**src/rtl/lpm_pkg.sv**
```systemverilog
// Shared types for the low-power mode controller.
// Assumes: state encodings are visible at the lp_mode port and must stay fixed.
package lpm_pkg;
    typedef enum logic [2:0] {
        ST_RUN     = 3'd0,
        ST_SLEEP   = 3'd1,
        ST_LPSLEEP = 3'd2,
        ST_WAIT    = 3'd3,
        ST_STOP    = 3'd4,
        ST_STANDBY = 3'd5
    } lpm_state_t;

    typedef enum logic [1:0] {
        SRC_MSRC = 2'd0,
        SRC_RC16 = 2'd1,
        SRC_XOSC = 2'd2,
        SRC_PLL  = 2'd3
    } clk_src_t;
endpackage

```
**src/rtl/lpm_wake_detect.sv**
```systemverilog
// Wakeup qualification for the two deep states.
// stop_wake: any external line both pending and enabled.
// standby_wake: reset-class sources, with the wake pin taken on its rising edge only.
// Assumes: inputs are already synchronous to clk_aon.
module lpm_wake_detect #(
    parameter int N_EXTI = 16,
    parameter int N_RTC  = 4
) (
    input  logic              clk,
    input  logic              rst_n,
    input  logic [N_EXTI-1:0] ext_irq_pend,
    input  logic [N_EXTI-1:0] ext_irq_en,
    input  logic              wake_pin,
    input  logic [N_RTC-1:0]  rtc_evt,
    input  logic              ext_rst_req,
    input  logic              wdog_rst_req,
    output logic              stop_wake,
    output logic              standby_wake
);
    logic [N_EXTI-1:0] line_hit;
    logic              pin_q;
    logic              pin_rise;

    // Per-line qualification of pending external interrupts.
    for (genvar i = 0; i < N_EXTI; i++) begin : g_line
        assign line_hit[i] = ext_irq_pend[i] & ext_irq_en[i];
    end

    // Previous-cycle sample of the wake pin for edge detection.
    always_ff @(posedge clk) begin
        if (!rst_n) pin_q <= 1'b0;
        else        pin_q <= wake_pin;
    end

    // Combine wake sources per target state.
    always_comb begin
        pin_rise     = wake_pin & ~pin_q;
        stop_wake    = |line_hit;
        standby_wake = pin_rise | (|rtc_evt) | ext_rst_req | wdog_rst_req;
    end
endmodule

```
**src/rtl/lpm_fsm.sv**
```systemverilog
// Mode state machine: entry decisions, deferral on pending activity, exits.
// Assumes: mode flags are quasi-static; the deep target is latched at the trigger.
module lpm_fsm
    import lpm_pkg::*;
(
    input  logic       clk,
    input  logic       rst_n,
    input  logic       trig,
    input  logic       deep_sleep,
    input  logic       pwr_down_sel,
    input  logic       lp_regulator,
    input  logic       busy,
    input  logic       core_wake,
    input  logic       stop_wake,
    input  logic       standby_wake,
    output lpm_state_t state,
    output logic       stop_exit,
    output logic       standby_exit,
    output logic       standby_reset
);
    lpm_state_t state_d;
    logic       tgt_standby_q;
    logic       tgt_standby_d;

    // Exit qualifiers shared with the clock configuration block.
    always_comb begin
        stop_exit    = (state == ST_STOP) && stop_wake;
        standby_exit = (state == ST_STANDBY) && standby_wake;
    end

    // Next-state selection.
    always_comb begin
        state_d       = state;
        tgt_standby_d = tgt_standby_q;
        unique case (state)
            ST_RUN: begin
                if (trig) begin
                    if (!deep_sleep) begin
                        state_d = lp_regulator ? ST_LPSLEEP : ST_SLEEP;
                    end else begin
                        tgt_standby_d = pwr_down_sel;
                        if (busy)              state_d = ST_WAIT;
                        else if (pwr_down_sel) state_d = ST_STANDBY;
                        else                   state_d = ST_STOP;
                    end
                end
            end
            ST_SLEEP, ST_LPSLEEP: begin
                if (core_wake) state_d = ST_RUN;
            end
            ST_WAIT: begin
                if (!busy) state_d = tgt_standby_q ? ST_STANDBY : ST_STOP;
            end
            ST_STOP: begin
                if (stop_exit) state_d = ST_RUN;
            end
            ST_STANDBY: begin
                if (standby_exit) state_d = ST_RUN;
            end
            default: state_d = ST_RUN;
        endcase
    end

    // State, latched deep target and restore pulse registers.
    always_ff @(posedge clk) begin
        if (!rst_n) begin
            state         <= ST_RUN;
            tgt_standby_q <= 1'b0;
            standby_reset <= 1'b0;
        end else begin
            state         <= state_d;
            tgt_standby_q <= tgt_standby_d;
            standby_reset <= standby_exit;
        end
    end
endmodule

```
**src/rtl/lpm_clk_cfg.sv**
```systemverilog
// System clock source and multi-speed RC range registers.
// Software writes are taken only in run; exits override the source; the
// restore pulse returns the range to its default and wins over a write.
module lpm_clk_cfg
    import lpm_pkg::*;
#(
    parameter int RANGE_W       = 3,
    parameter int RANGE_DEFAULT = 5
) (
    input  logic               clk,
    input  logic               rst_n,
    input  logic               in_run,
    input  logic               stop_exit,
    input  logic               standby_exit,
    input  logic               range_restore,
    input  logic               wake_clk_rc16,
    input  logic               clk_sel_wr,
    input  logic [1:0]         clk_sel_wdata,
    input  logic               range_wr,
    input  logic [RANGE_W-1:0] range_wdata,
    output clk_src_t           sysclk_sel,
    output logic [RANGE_W-1:0] msrc_range
);
    localparam logic [RANGE_W-1:0] RANGE_RST = RANGE_W'(RANGE_DEFAULT);

    // Source select: reset and exits first, then software writes in run.
    always_ff @(posedge clk) begin
        if (!rst_n)                    sysclk_sel <= SRC_MSRC;
        else if (standby_exit)         sysclk_sel <= SRC_MSRC;
        else if (stop_exit)            sysclk_sel <= wake_clk_rc16 ? SRC_RC16 : SRC_MSRC;
        else if (in_run && clk_sel_wr) sysclk_sel <= clk_src_t'(clk_sel_wdata);
    end

    // Range code: restore pulse beats a software write.
    always_ff @(posedge clk) begin
        if (!rst_n)                  msrc_range <= RANGE_RST;
        else if (range_restore)      msrc_range <= RANGE_RST;
        else if (in_run && range_wr) msrc_range <= range_wdata;
    end
endmodule

```
**src/rtl/lpm_gate_decode.sv**
```systemverilog
// Decodes the mode into clock gating, RAM power-down and oscillator enables.
// Purely combinational; assumes the request inputs are the software settings.
module lpm_gate_decode
    import lpm_pkg::*;
#(
    parameter int N_PERIPH = 8
) (
    input  lpm_state_t          state,
    input  logic                mem_sleep_en,
    input  logic [N_PERIPH-1:0] periph_en,
    input  logic                rc16_keep,
    input  logic                pll_req,
    input  logic                xosc_req,
    input  logic                rc16_req,
    input  logic                msrc_req,
    output logic                cpu_clk_en,
    output logic                mem_clk_en,
    output logic                ram_pd,
    output logic                bridge_clk_en,
    output logic                pll_en,
    output logic                xosc_en,
    output logic                rc16_en,
    output logic                msrc_en
);
    logic any_periph;

    // Per-mode enable table.
    always_comb begin
        any_periph    = |periph_en;
        cpu_clk_en    = 1'b0;
        mem_clk_en    = 1'b1;
        ram_pd        = 1'b0;
        bridge_clk_en = 1'b1;
        pll_en        = pll_req;
        xosc_en       = xosc_req;
        rc16_en       = rc16_req;
        msrc_en       = msrc_req;
        unique case (state)
            ST_RUN:  cpu_clk_en = 1'b1;
            ST_WAIT: ;
            ST_SLEEP: begin
                mem_clk_en    = mem_sleep_en;
                bridge_clk_en = any_periph;
            end
            ST_LPSLEEP: begin
                mem_clk_en    = 1'b0;
                ram_pd        = 1'b1;
                bridge_clk_en = any_periph;
            end
            ST_STOP, ST_STANDBY: begin
                mem_clk_en    = 1'b0;
                bridge_clk_en = 1'b0;
                pll_en        = 1'b0;
                xosc_en       = 1'b0;
                msrc_en       = 1'b0;
                rc16_en       = (state == ST_STOP) && rc16_keep;
            end
            default: ;
        endcase
    end
endmodule

```
**src/rtl/lpm_ctrl.sv**
```systemverilog
// Low-power mode controller top. Runs on the always-on clock so wakeup
// sources are seen while fast clocks are gated. Inputs are assumed synchronous.
module lpm_ctrl
    import lpm_pkg::*;
#(
    parameter int N_PERIPH      = 8,
    parameter int N_EXTI        = 16,
    parameter int N_RTC         = 4,
    parameter int RANGE_W       = 3,
    parameter int RANGE_DEFAULT = 5
) (
    input  logic                clk_aon,
    input  logic                rst_n,
    input  logic                wfi,
    input  logic                wfe,
    input  logic                deep_sleep,
    input  logic                pwr_down_sel,
    input  logic                lp_regulator,
    input  logic                rc16_keep,
    input  logic                wake_clk_rc16,
    input  logic                mem_sleep_en,
    input  logic [N_PERIPH-1:0] periph_en,
    input  logic                flash_busy,
    input  logic                pbus_busy,
    input  logic                core_wake,
    input  logic [N_EXTI-1:0]   ext_irq_pend,
    input  logic [N_EXTI-1:0]   ext_irq_en,
    input  logic                wake_pin,
    input  logic [N_RTC-1:0]    rtc_evt,
    input  logic                ext_rst_req,
    input  logic                wdog_rst_req,
    input  logic                pll_req,
    input  logic                xosc_req,
    input  logic                rc16_req,
    input  logic                msrc_req,
    input  logic                clk_sel_wr,
    input  logic [1:0]          clk_sel_wdata,
    input  logic                range_wr,
    input  logic [RANGE_W-1:0]  range_wdata,
    output logic                cpu_clk_en,
    output logic                mem_clk_en,
    output logic                ram_pd,
    output logic                bridge_clk_en,
    output logic                pll_en,
    output logic                xosc_en,
    output logic                rc16_en,
    output logic                msrc_en,
    output logic [1:0]          sysclk_sel,
    output logic [RANGE_W-1:0]  msrc_range,
    output logic                standby_reset,
    output logic [2:0]          lp_mode
);
    lpm_state_t state;
    clk_src_t   src;
    logic       stop_wake, standby_wake, stop_exit, standby_exit;

    lpm_wake_detect #(.N_EXTI(N_EXTI), .N_RTC(N_RTC)) u_wake (
        .clk          (clk_aon),
        .rst_n        (rst_n),
        .ext_irq_pend (ext_irq_pend),
        .ext_irq_en   (ext_irq_en),
        .wake_pin     (wake_pin),
        .rtc_evt      (rtc_evt),
        .ext_rst_req  (ext_rst_req),
        .wdog_rst_req (wdog_rst_req),
        .stop_wake    (stop_wake),
        .standby_wake (standby_wake)
    );

    lpm_fsm u_fsm (
        .clk           (clk_aon),
        .rst_n         (rst_n),
        .trig          (wfi | wfe),
        .deep_sleep    (deep_sleep),
        .pwr_down_sel  (pwr_down_sel),
        .lp_regulator  (lp_regulator),
        .busy          (flash_busy | pbus_busy),
        .core_wake     (core_wake),
        .stop_wake     (stop_wake),
        .standby_wake  (standby_wake),
        .state         (state),
        .stop_exit     (stop_exit),
        .standby_exit  (standby_exit),
        .standby_reset (standby_reset)
    );

    lpm_clk_cfg #(.RANGE_W(RANGE_W), .RANGE_DEFAULT(RANGE_DEFAULT)) u_cfg (
        .clk           (clk_aon),
        .rst_n         (rst_n),
        .in_run        (state == ST_RUN),
        .stop_exit     (stop_exit),
        .standby_exit  (standby_exit),
        .range_restore (standby_reset),
        .wake_clk_rc16 (wake_clk_rc16),
        .clk_sel_wr    (clk_sel_wr),
        .clk_sel_wdata (clk_sel_wdata),
        .range_wr      (range_wr),
        .range_wdata   (range_wdata),
        .sysclk_sel    (src),
        .msrc_range    (msrc_range)
    );

    lpm_gate_decode #(.N_PERIPH(N_PERIPH)) u_gate (
        .state         (state),
        .mem_sleep_en  (mem_sleep_en),
        .periph_en     (periph_en),
        .rc16_keep     (rc16_keep),
        .pll_req       (pll_req),
        .xosc_req      (xosc_req),
        .rc16_req      (rc16_req),
        .msrc_req      (msrc_req),
        .cpu_clk_en    (cpu_clk_en),
        .mem_clk_en    (mem_clk_en),
        .ram_pd        (ram_pd),
        .bridge_clk_en (bridge_clk_en),
        .pll_en        (pll_en),
        .xosc_en       (xosc_en),
        .rc16_en       (rc16_en),
        .msrc_en       (msrc_en)
    );

    // Port views of internal typed values.
    always_comb begin
        lp_mode    = state;
        sysclk_sel = src;
    end
endmodule

```
**config.mk**
```make
export PLATFORM = sky130hd
export DESIGN_NAME = lpm_ctrl
export DESIGN_NICKNAME = d
export VERILOG_FILES = /design/src/rtl/lpm_pkg.sv /design/src/rtl/lpm_wake_detect.sv /design/src/rtl/lpm_fsm.sv /design/src/rtl/lpm_clk_cfg.sv /design/src/rtl/lpm_gate_decode.sv /design/src/rtl/lpm_ctrl.sv
export SDC_FILE = /design/constraint.sdc
export NUM_CORES = 1
export LEC_CHECK = 0
export ABC_AREA = 1
export BUFFER_PORTS_ARGS = -buffer_cell sky130_fd_sc_hd__buf_4
export CAP_MARGIN = 20
export CORE_AREA = 4 4 54 56
export CTS_BUF_LIST = sky130_fd_sc_hd__clkbuf_8
export DETAILED_ROUTE_END_ITERATION = 7
export DIE_AREA = 0 0 58 60
export PLACE_DENSITY = 0.76
export SYNTH_ARGS = -nofsm -noshare
export SYNTH_HDL_FRONTEND = slang
export SYNTH_SLANG_ARGS = --single-unit
```
**constraint.sdc**
```tcl
create_clock -name clk_aon -period 1.59 [get_ports clk_aon]
set_input_delay 0.318 -clock clk_aon [delete_from_list [all_inputs] [get_ports clk_aon]]
set_output_delay 0.318 -clock clk_aon [all_outputs]
set_load 0.02 [all_outputs]
```
Yosys cells after proc, flatten, opt, wreduce, memory -nomap -nowiden
Cells that the tools add are included.
{ "totals": {"word_cells": 79, "out_inout_bits": 17, "regBits": 11} }
{ "op_classes": {"bitwise_logic": 24, "n_reduce_logical": 17, "n_eq_ne": 10, "mux": 22} }
{ "ops": {"columns": ["operator", "n"], "rows": [
  ["two-way mux 3 bit", 7],
  ["bitwise AND 1 bit", 17],
  ["OR reduction 16 bit", 1],
  ["case mux 3 bit (5 select lines)", 1],
  ["two-way mux 1 bit", 9],
  ["!= test 2 bit, second input constant", 4],
  ["OR reduction 2 bit", 4],
  ["OR reduction 8 bit", 1],
  ["== test 3 x 2 -> 1 bit, second input constant", 2],
  ["== test 3 bit, second input constant", 2],
  ["two-way mux 2 bit", 3],
  ["logical AND 1 bit", 5],
  ["OR 1 bit", 5],
  ["AND reduction 5 bit", 1],
  ["case mux 1 bit (2 select lines)", 2],
  ["OR reduction 4 bit", 1],
  ["== test 3 x 1 -> 1 bit, second input constant", 1],
  ["logical NOT 3 bit", 1],
  ["AND reduction 3 bit", 1],
  ["OR reduction 3 bit", 1],
  ["!= test 2 x 1 -> 1 bit, second input constant", 1],
  ["NOT 1 bit", 2],
  ["nonzero test 2 bit", 1]
]} }

Depth between registers and ports, before layout
Gate-level depths: netlist of run 1.
{ "logic_depth": {"depth_word": 8, "depth_mapped": 9, "ltp_nobuf": 9} }

By module
From an unflattened synthesis of run 1, not the netlist that was laid out.
{ "hier_totals": {"hier_cells": 175, "area_unflattened_um2": 939.7} }
{ "modules_own_cells": {"columns": ["module", "cells_each", "area_each_um2", "n_inst"], "rows": [
  ["lpm_fsm", 60, 355.3, 1],
  ["lpm_clk_cfg", 37, 239.0, 1],
  ["lpm_wake_detect", 43, 185.2, 1],
  ["lpm_gate_decode", 29, 132.6, 1],
  ["lpm_ctrl", 6, 27.5, 1]
]} }

Worst setup path before layout of run 1
OpenSTA, ideal clock, no wires.
{ "synth_timing": {"path_type": "register -> output", "from": "register u_fsm.state[1]", "to": "output mem_clk_en", "setup_slack_ps": -51, "path_buffers": 0, "arrival_time_ps": 1323, "stages_incl_launch_ff": 6, "required_ps": 1272, "cell_sequence": "dfxtp_1 > inv_1 > nand3_1 > o21ai_1 > or2_2 > o21ai_0"} }
{ "synth_between": {"elab_chain_len": 3, "word_cells_on_any_way": 6, "cone_classes": "4 x eq/ne; 1 x mux; 1 x reduce/logical"} }
{ "synth_rtl": {"columns": ["element", "line", "source"], "rows": [
  ["start: declaration", "lpm_fsm.sv:16", "output lpm_state_t state,"],
  ["start signal: assignment", "lpm_fsm.sv:71", "state <= state_d;"],
  ["== test 3 x 2 -> 1 bit or == test 3 bit (tied branches)", "lpm_gate_decode.sv:38", "unique case (state)"],
  ["OR reduction 3 bit (no line)", null, null],
  ["case mux 1 bit (2 select lines) (*)", "lpm_gate_decode.sv:38", null],
  ["end: declaration", "lpm_ctrl.sv:41", "output logic mem_clk_en,"]
]} }
Every way passes the cells marked *; elsewhere a longest branch is shown, timed or not.

Worst setup path in the final report of run 1
{ "layout_timing": {"from": "register u_fsm.state[2]", "to": "output mem_clk_en"} }
Same word-level chain as after synthesis.

==> results.txt, run 1 <==
The run finished with clean final reports. The area of the die is 0.00348 mm^2. The setup TNS came out at 0 ns. The pin count of the biggest net entering global routing is 9.

The floorplan has 18 rows. The power consumption came out at 2.14 mW. The share of total power in the clock network came out at 12.7%.

The DRC marker count from the first detailed-route iteration came out at 21. The number of CTS-inserted buffers is 3. Data on the critical path is required at its endpoint by 1.27 ns. The routed design could run at a clock period as short as 1.56 ns. The number of gates on the worst path with buffers counted came out at 6. The H-tree depth is 1. After clock tree synthesis, the clock-pin slew on the worst setup and hold paths is 0.05 ns. The later pin in the worst-skew pair is clocked with a latency of 0.24 ns.

After synthesis, the cell types taking the most area are dfxtp_1 (27%), nand2_1 (24%), nor2_1 (13%). The area growth from synthesis to layout came out at 96.2%. The global placement routability congestion is 0.756. The post-route netlist has 47.1% of its cells at a drive strength greater than 1.

The first-pass GRT wire length came out at 4190 um. The setup clock skew after layout is 0.00350 ns. The net switching component of the power is 0.956 mW. The switching share of power is 44.6%. The total overflow reported by the global router came out at 0. dfxtp_1 takes more of the synthesized area than any other cell. The count of pins over their slew limit came out at 0.

The floorplan die height is 60 um. In the final design database the tool counted 312 nets. The tool flagged a number of max-cap violations equal to 0. Derived from the worst setup path, the maximum achievable clock frequency is 0.640 GHz.

The setup path with the least slack is of type register to output port. The depth of the most critical reg-to-reg path is 9. The HPWL after detailed placement came out at 2420 um. The number of fillers in the final layout came out at 226. After detailed routing, the average wire length per cell comes to 10.3 um.

The number of vias per cell came out at 4.38. Detailed routing inserted a total of 1182 vias. The count of antenna-violating nets left after detailed routing came out at 0. The worst hold-check slack is 0.269 ns. The overall track demand over capacity in global routing is 15.4%. Cells fill 66.3% of the core in the end. After detailed routing, the total wire length is 2780 um.

The via count of the first global-routing pass is 991. The total of hold buffers inserted after clock tree synthesis came out at 0. After synthesis, the netlist uses 20 different library cells. The share of the Yosys chip area taken by registers is 26.8%.

The headroom to the max-slew limit came out at 72.5%. The per-instance average area after synthesis is 5.59 um^2. The remaining routing DRC violations came out at 0.

The stage delay of the slowest cell on the critical path is 0.36 ns. IR analysis of the VDD net gives a maximum drop of 1180 uV. After synthesis the cells add up to 822 um^2.

The antenna diode count is 0. Of all nets on the critical path, the largest fanout is 4. Setup repair after global routing could not meet its margin everywhere. The tightest min-delay check is of the primary input to register type. The post-synthesis register bit count came out at 11. The total count of hold-check failures in the final report was 0. The synthesized design devotes to its leading area cell type 26.8% of total area. The library cell contributing the largest single delay on the critical path is dfxtp_4.

The count of buffer and inverter cells on the critical path is 2. The cell sitting at the root of the clock tree is a clkbuf_8. The part of the power in registers is 21.4%. Setup violations remaining at the end of the flow were counted as 0. The net count of the mapped netlist came out at 218. The share of total power in combinational logic is 65.9%.

The worst register-to-register path has a setup slack of 0.24 ns. The count of boundary I/O pins is 88. TritonCTS built the clock tree. The area used by multi-input combinational logic is 552 um^2. The reg-to-reg endpoint is u_fsm.state[0]. The sequential cell area came out at 229 um^2.

The critical path goes through inv_4, nand3_2, o21ai_2, or2_4, o21ai_1, buf_4. The actual slew at the worst max-slew pin came out at 0.408 ns. The initial cell density of the core is 33.8%.

The warning count from the yosys run is 0. Among cell families on the critical path, the largest total delay comes from flip-flops. Following the worst setup path forward leads to its endpoint at mem_clk_en. The die span in x came out at 58 um.

During placement, the flow inserted port buffers numbering 87. STA classifies the critical path startpoint as a register. STA classifies the critical path endpoint as an output port.

The power density over the cells came out at 1330 mW/mm^2. The startpoint identified for the worst register-to-register timing path is u_fsm.state[1]. The synthesized instance count is 147.

The startpoint of the worst setup timing path is u_fsm.state[2]. The arrival time reported for the critical path endpoint is 1.25 ns. The cell-internal power came out at 1.19 mW. The leakage power total came out at 0.934 nW. The first detailed-routing pass ran for 4 iterations. The number of antenna violations at the first check in global routing is 0. The final critical-path share of the clock period came out at 98.3%. The clock passes through at most 2 buffers. Counting instances, the worst hold path has a depth of 3. The floorplan step defined a core boundary enclosing 0.00243 mm^2. The total number of clock tree sinks came out at 11.
## synthesized netlist by cell type
| library cell | number |
|---|---|
| nor2_1 | 28 |
| nand2_2 | 2 |
| a21oi_1 | 3 |
| or2_2 | 2 |
| inv_2 | 2 |
| nor3b_1 | 1 |
| nor2_2 | 3 |
| o21bai_1 | 2 |
| nor3_4 | 1 |
| inv_1 | 17 |
| nor4_1 | 2 |
| a22o_1 | 1 |
| nand3_1 | 9 |
| o21ai_0 | 7 |
| o21ai_1 | 1 |
| nand2_1 | 52 |
| dfxtp_1 | 11 |
| nor2_4 | 1 |
| o211ai_1 | 1 |
| o21a_1 | 1 |
## worst min-delay path by stage
| stage | slack [ns] | from | to |
|---|---|---|---|
| after floorplan | 0.41 | wake_pin | u_wake.pin_q |
| after global placement | 0.45 | u_fsm.tgt_standby_q | u_fsm.tgt_standby_q |
| after detailed placement | 0.45 | u_fsm.tgt_standby_q | u_fsm.tgt_standby_q |
| after CTS | 0.27 | wake_pin | u_wake.pin_q |
| after global routing | 0.27 | wake_pin | u_wake.pin_q |
| final | 0.27 | wake_pin | u_wake.pin_q |
## cell families after synthesis
| family | after synthesis | share of synthesized area, % |
|---|---|---|
| AO/OA/AOI/OAI | 16 | 11.4 |
| buffers and inverters | 19 | 8.68 |
| flip-flops | 11 | 26.8 |
| AND/OR/NAND/NOR | 101 | 53.1 |
## sequential cells by signal (all words and copies together) (netlist names)
name and cells:
u_cfg.msrc_range 3, u_fsm.state 3, u_cfg.sysclk_sel 2, u_fsm.standby_reset 1
u_fsm.tgt_standby_q 1, u_wake.pin_q 1
## final cells by class
type | count | share of cell area, %
tap | 30 | 2.33
clock buffer | 3 | 2.56
timing repair buffer | 89 | 41.9
multi-input combinational | 117 | 34.2
clock inverter | 1 | 0.233
sequential | 11 | 14.2
inverter | 19 | 4.58
## layout by cell type, fill, tap and decap left out, drive strengths merged, types with 2 or more instances in the layout
master | synthesis | routed
buf | 0 | 89
o21bai | 2 | 2
nand2 | 54 | 54
o21ai | 8 | 8
clkbuf | 0 | 3
nand3 | 9 | 9
dfxtp | 11 | 11
inv | 19 | 20
a21oi | 3 | 3
nor2 | 32 | 32
nor4 | 2 | 2
or2 | 2 | 2
## layer usage
layer  global-route usage, %  up-vias  share of wire [%]
met5                       0        -                  0
met4                    4.97        0                1.0
met3                    4.97        4                 13
met2                    27.3       54                 48
met1                    17.3      478                 38
li1                        -      646                  -
## metrics by stage
step                      cells  setup slack [ns]  area, um^2
after floorplan             147           0.00443         823
after global placement      264             0.114        1510
after detailed placement    264             0.100        1510
after CTS                   269           0.00510        1590
after global routing        270           -0.0191        1610
final                       270            0.0270        1610
## power groups by stage
stage	sequential (mW)	combinational [mW]	clock, mW
2_1_floorplan	0.528	0.682	0
3_3_place_gp	0.442	1.28	0
3_5_place_dp	0.446	1.29	0
4_1_cts	0.459	1.37	0.276
5_1_grt	0.472	1.55	0.291
6_report	0.459	1.41	0.271
## tightest hold or removal path, stage by stage
cell     delay [ns]
buf_4          0.08
nand2_1        0.04
inv_1          0.04
## timing repair
action                                  in CTS  in global routing
setup buffers                                1                  1
cloned                                       0                  0
endpoints found under the setup margin       2                  4
gates resized for setup                     13                  4
pin swaps                                    0                  2
(Power assumes the default switching activity.)
==> inputs of run 2 (changes only) <==
--- a/config.mk
+++ b/config.mk
@@ -8,11 +8,11 @@
 export ABC_AREA = 1
 export BUFFER_PORTS_ARGS = -buffer_cell sky130_fd_sc_hd__buf_4
 export CAP_MARGIN = 20
-export CORE_AREA = 4 4 54 56
+export CORE_AREA = 4 4 49 62
 export CTS_BUF_LIST = sky130_fd_sc_hd__clkbuf_8
 export DETAILED_ROUTE_END_ITERATION = 7
-export DIE_AREA = 0 0 58 60
-export PLACE_DENSITY = 0.76
+export DIE_AREA = 0 0 53 66
+export PLACE_DENSITY = 0.75
 export SYNTH_ARGS = -nofsm -noshare
 export SYNTH_HDL_FRONTEND = slang
 export SYNTH_SLANG_ARGS = --single-unit
==> run 2 against run 1 <==
Compared with the run above: non-clock buffer count did not move; via count rose by 2.5%; flip-flop and latch count did not move; worst setup slack improved by 0.014 ns; sequential power rose by 2%; combinational power rose by 4%; die area rose by 0.52%; register-to-register slack got worse by 0.04 ns; count of clock-buffer cells in the layout did not move; final area rose by 1.3%; wire length rose by 2.0%; fmax rose by 0.88%.
==> results.txt, run 2 (synthesized netlist as in run 1, its figures left out) <==
The number of input and output port buffers inserted is 87 (unchanged). The clock-pin slew on the worst setup and hold paths came out at 0.05 ns (about the same). The stage delay of the slowest cell on the critical path came out at 0.35 ns (about the same). The global placement routability congestion was 0.746 (-1.2%). The initial cell density of the core came to 33.9% (+0.070 points). The count of pins over their slew limit is 0 (unchanged). The number of nets in the layout is 312 (unchanged).

The minimum setup slack among reg-to-reg paths is 0.20 ns (-0.04 ns). Setup repair after global routing could not meet its margin everywhere. The remaining routing DRC violations came out at 0 (unchanged). The min-delay analysis places its worst path in the category primary input to register. The power consumption is 2.21 mW (+3.0%). In the layout the commonest cells are buf_4 (86), nand2_1 (49), nor2_1 (28), inv_1 (15).

The worst flop-to-flop path startpoint is u_fsm.state[1]. The die span in x is 53 um (-8.6%). The final wirelength is 2840 um (+2.0%). The maximum count of clock buffers along a single path is 2 (unchanged).

The library cell contributing the largest single delay on the critical path is dfxtp_4. The number of gates on the worst path with buffers counted came out at 6 (unchanged). The share of total power in combinational logic is 66.5% (+0.6 points). The worst-case vdd ir drop is 1090 uV (-7.2%). The required time at the endpoint of the critical path came out at 1.27 ns (about the same). The pin count of the biggest net entering global routing was 9 (unchanged).

The cell depth of the worst hold path came out at 3 (unchanged). The first-pass GRT wire length came out at 4410 um (+5.3%). The share of layout cells above drive strength 1 came out at 47.9% (+0.83 points).

The count of antenna-violating nets left after detailed routing came out at 0 (unchanged). The clock period minus worst slack came out at 1.55 ns (-0.0136 ns). The total number of clock tree sinks came to 11 (unchanged). The final count of negative-setup-slack endpoints is 0 (unchanged). The flow ran to the end, and the final reports show no timing, DRC or antenna violations.

The area of the core is 0.00243 mm^2 (-0.21%). STA classifies the critical path endpoint as an output port. The average wire per standard cell came out at 10.4 um (+0.86%). TritonCTS built the clock tree. The via count of the first global-routing pass was 1074 (+8.4%). The setup clock skew after layout came out at 0.00419 ns (+0.000694 ns). The depth of the most critical reg-to-reg path is 9 (unchanged). The maximum fanout encountered on the critical timing path is 4 (unchanged). The power density over the cells was 1350 mW/mm^2 (+1.7%). The count of buffer and inverter cells on the critical path is 3 (+1). The startpoint of the worst setup timing path is u_fsm.state[1].

The cell-internal power was 1.22 mW (+2.8%). The antenna diode count is 0 (unchanged). The share of total power in the clock network is 12.3% (-0.4 points). The switching share of power is 44.8% (+0.14 points). The H-tree depth came to 1 (unchanged). The highest achievable clock rate was 0.645 GHz (+0.88%). The number of vias per cell came out at 4.44 (+1.3%).

The insertion delay of the later-clocked pin in the worst-skew pair came out at 0.24 ns (about the same). The utilization of the core after routing is 67.3% (+1.0 points). The area of the die came out at 0.00350 mm^2 (+0.52%). The total overflow reported by the global router is 0 (unchanged). The count of boundary I/O pins is 88 (unchanged). The number of CTS-inserted buffers is 3 (unchanged). The leakage power total is 0.938 nW (+0.37%). The floorplan die height came out at 66 um (+10%).

The number of fillers in the final layout was 234 (+3.5%). The worst setup path is launched from a register. The total count of hold-check failures in the final report was 0 (unchanged).

The dominant delay contributor by cell family on the critical path is flip-flops. The arrival time reported for the critical path endpoint is 1.23 ns (-0.02 ns). The reg-to-reg endpoint is u_fsm.state[0]. The DRC marker count from the first detailed-route iteration came out at 7 (-67%). The post-layout worst setup margin is 0.0405 ns (+0.0136 ns). The overall track demand over capacity in global routing is 16.3% (+0.90 points). The final critical-path share of the clock period is 97.4% (-0.85 points). The detailed-routing iteration count for the pre-antenna-repair pass is 4 (unchanged). The critical path is of the register to output port type.

The area growth from synthesis to layout is 98.8%. The most common cell after layout, fill and taps aside is buf_4. The actual slew at the worst max-slew pin is 0.391 ns (-0.0167 ns). The worst slack after detailed placement came to 0.0814 ns (-0.0190 ns). Clock tree synthesis selected as its root buffer the cell clkbuf_8.

The number of vias after detailed routing came out at 1211 (+2.5%). The HPWL after detailed placement is 2450 um (+1.1%). The number of core rows came out at 20 (+2). The total of hold buffers inserted after clock tree synthesis came to 0 (unchanged). The number of antenna violations at the first check in global routing is 0 (unchanged). The count of max-cap constraint violations is 0 (unchanged). Following the worst setup path forward leads to its endpoint at rc16_en. The net switching component of the power is 0.988 mW (+3.3%). The critical path goes through buf_4, nor2_4, nand2_1, inv_2, a22o_1, buf_6. The headroom to the max-slew limit is 73.6% (+1.1 points).

The largest registers in the layout are u_cfg.msrc_range (3), u_fsm.state (3), u_cfg.sysclk_sel (2). The part of the power in registers was 21.2% (-0.2 points).
## run 2: cell count changes in the layout (fill, tap and decap cells not counted)
cell	delta
buf_6	+1
nand3_4	+1
o21ai_2	+1
nand3_2	-1
nand2_2	+1
o21ai_1	-1
buf_4	-1
nand2_1	-1
## run 2: metrics by stage
step	instances	hold slack, ns	setup TNS (ns)	instance area (um^2)
after floorplan	147	0.411	0	823
after global placement	267	0.455	0	1520
after detailed placement	267	0.449	0	1520
after CTS	273	0.270	0	1610
after global routing	273	0.281	-0.0173	1630
final	273	0.266	0	1630
## run 2: what timing repair did
action,CTS,global route
cloned,0,0
endpoints found under the setup margin,2,3
buffers inserted,2,0
resized for setup,13,8
hold endpoints to repair,0,0
## run 2: cell type report
cell class	instances	area [um^2]	area share, %
repair buffers	89	679	41.6
multi-input cells	117	566	34.6
flip-flops and latches	11	229	14.0
inverters	19	73.8	4.52
clock buffers	3	41.3	2.53
well taps	33	41.3	2.53
clock inverters	1	3.75	0.230
## run 2: worst min-delay path by stage
stage	from	slack [ns]	to
final	wake_pin	0.27	u_wake.pin_q
after global routing	wake_pin	0.28	u_wake.pin_q
after CTS	wake_pin	0.27	u_wake.pin_q
after detailed placement	u_fsm.tgt_standby_q	0.45	u_fsm.tgt_standby_q
after global placement	u_fsm.tgt_standby_q	0.46	u_fsm.tgt_standby_q
after floorplan	wake_pin	0.41	u_wake.pin_q
## run 2: power by group through the flow
stage / Combinational [mW] / Clock (mW) / Sequential (mW)
CTS: 1.39 / 0.275 / 0.460
detailed placement: 1.29 / 0 / 0.448
global placement: 1.28 / 0 / 0.443
floorplan: 0.682 / 0 / 0.528
global route: 1.62 / 0.287 / 0.480
finish: 1.47 / 0.271 / 0.468
## run 2: tightest hold or removal path: cells and delay by family
family / cells / cell delay (ns)
simple gates: 1 / 0.04
buf+inv: 2 / 0.12
## run 2: per-layer routing
metal / vias up / track usage, % / share of wire, %
li1: 646 / - / -
met1: 505 / 18.6 / 34
met2: 56 / 29.5 / 51
met3: 4 / 3.16 / 14
met4: 0 / 4.79 / 0.88
met5: - / 0 / 0
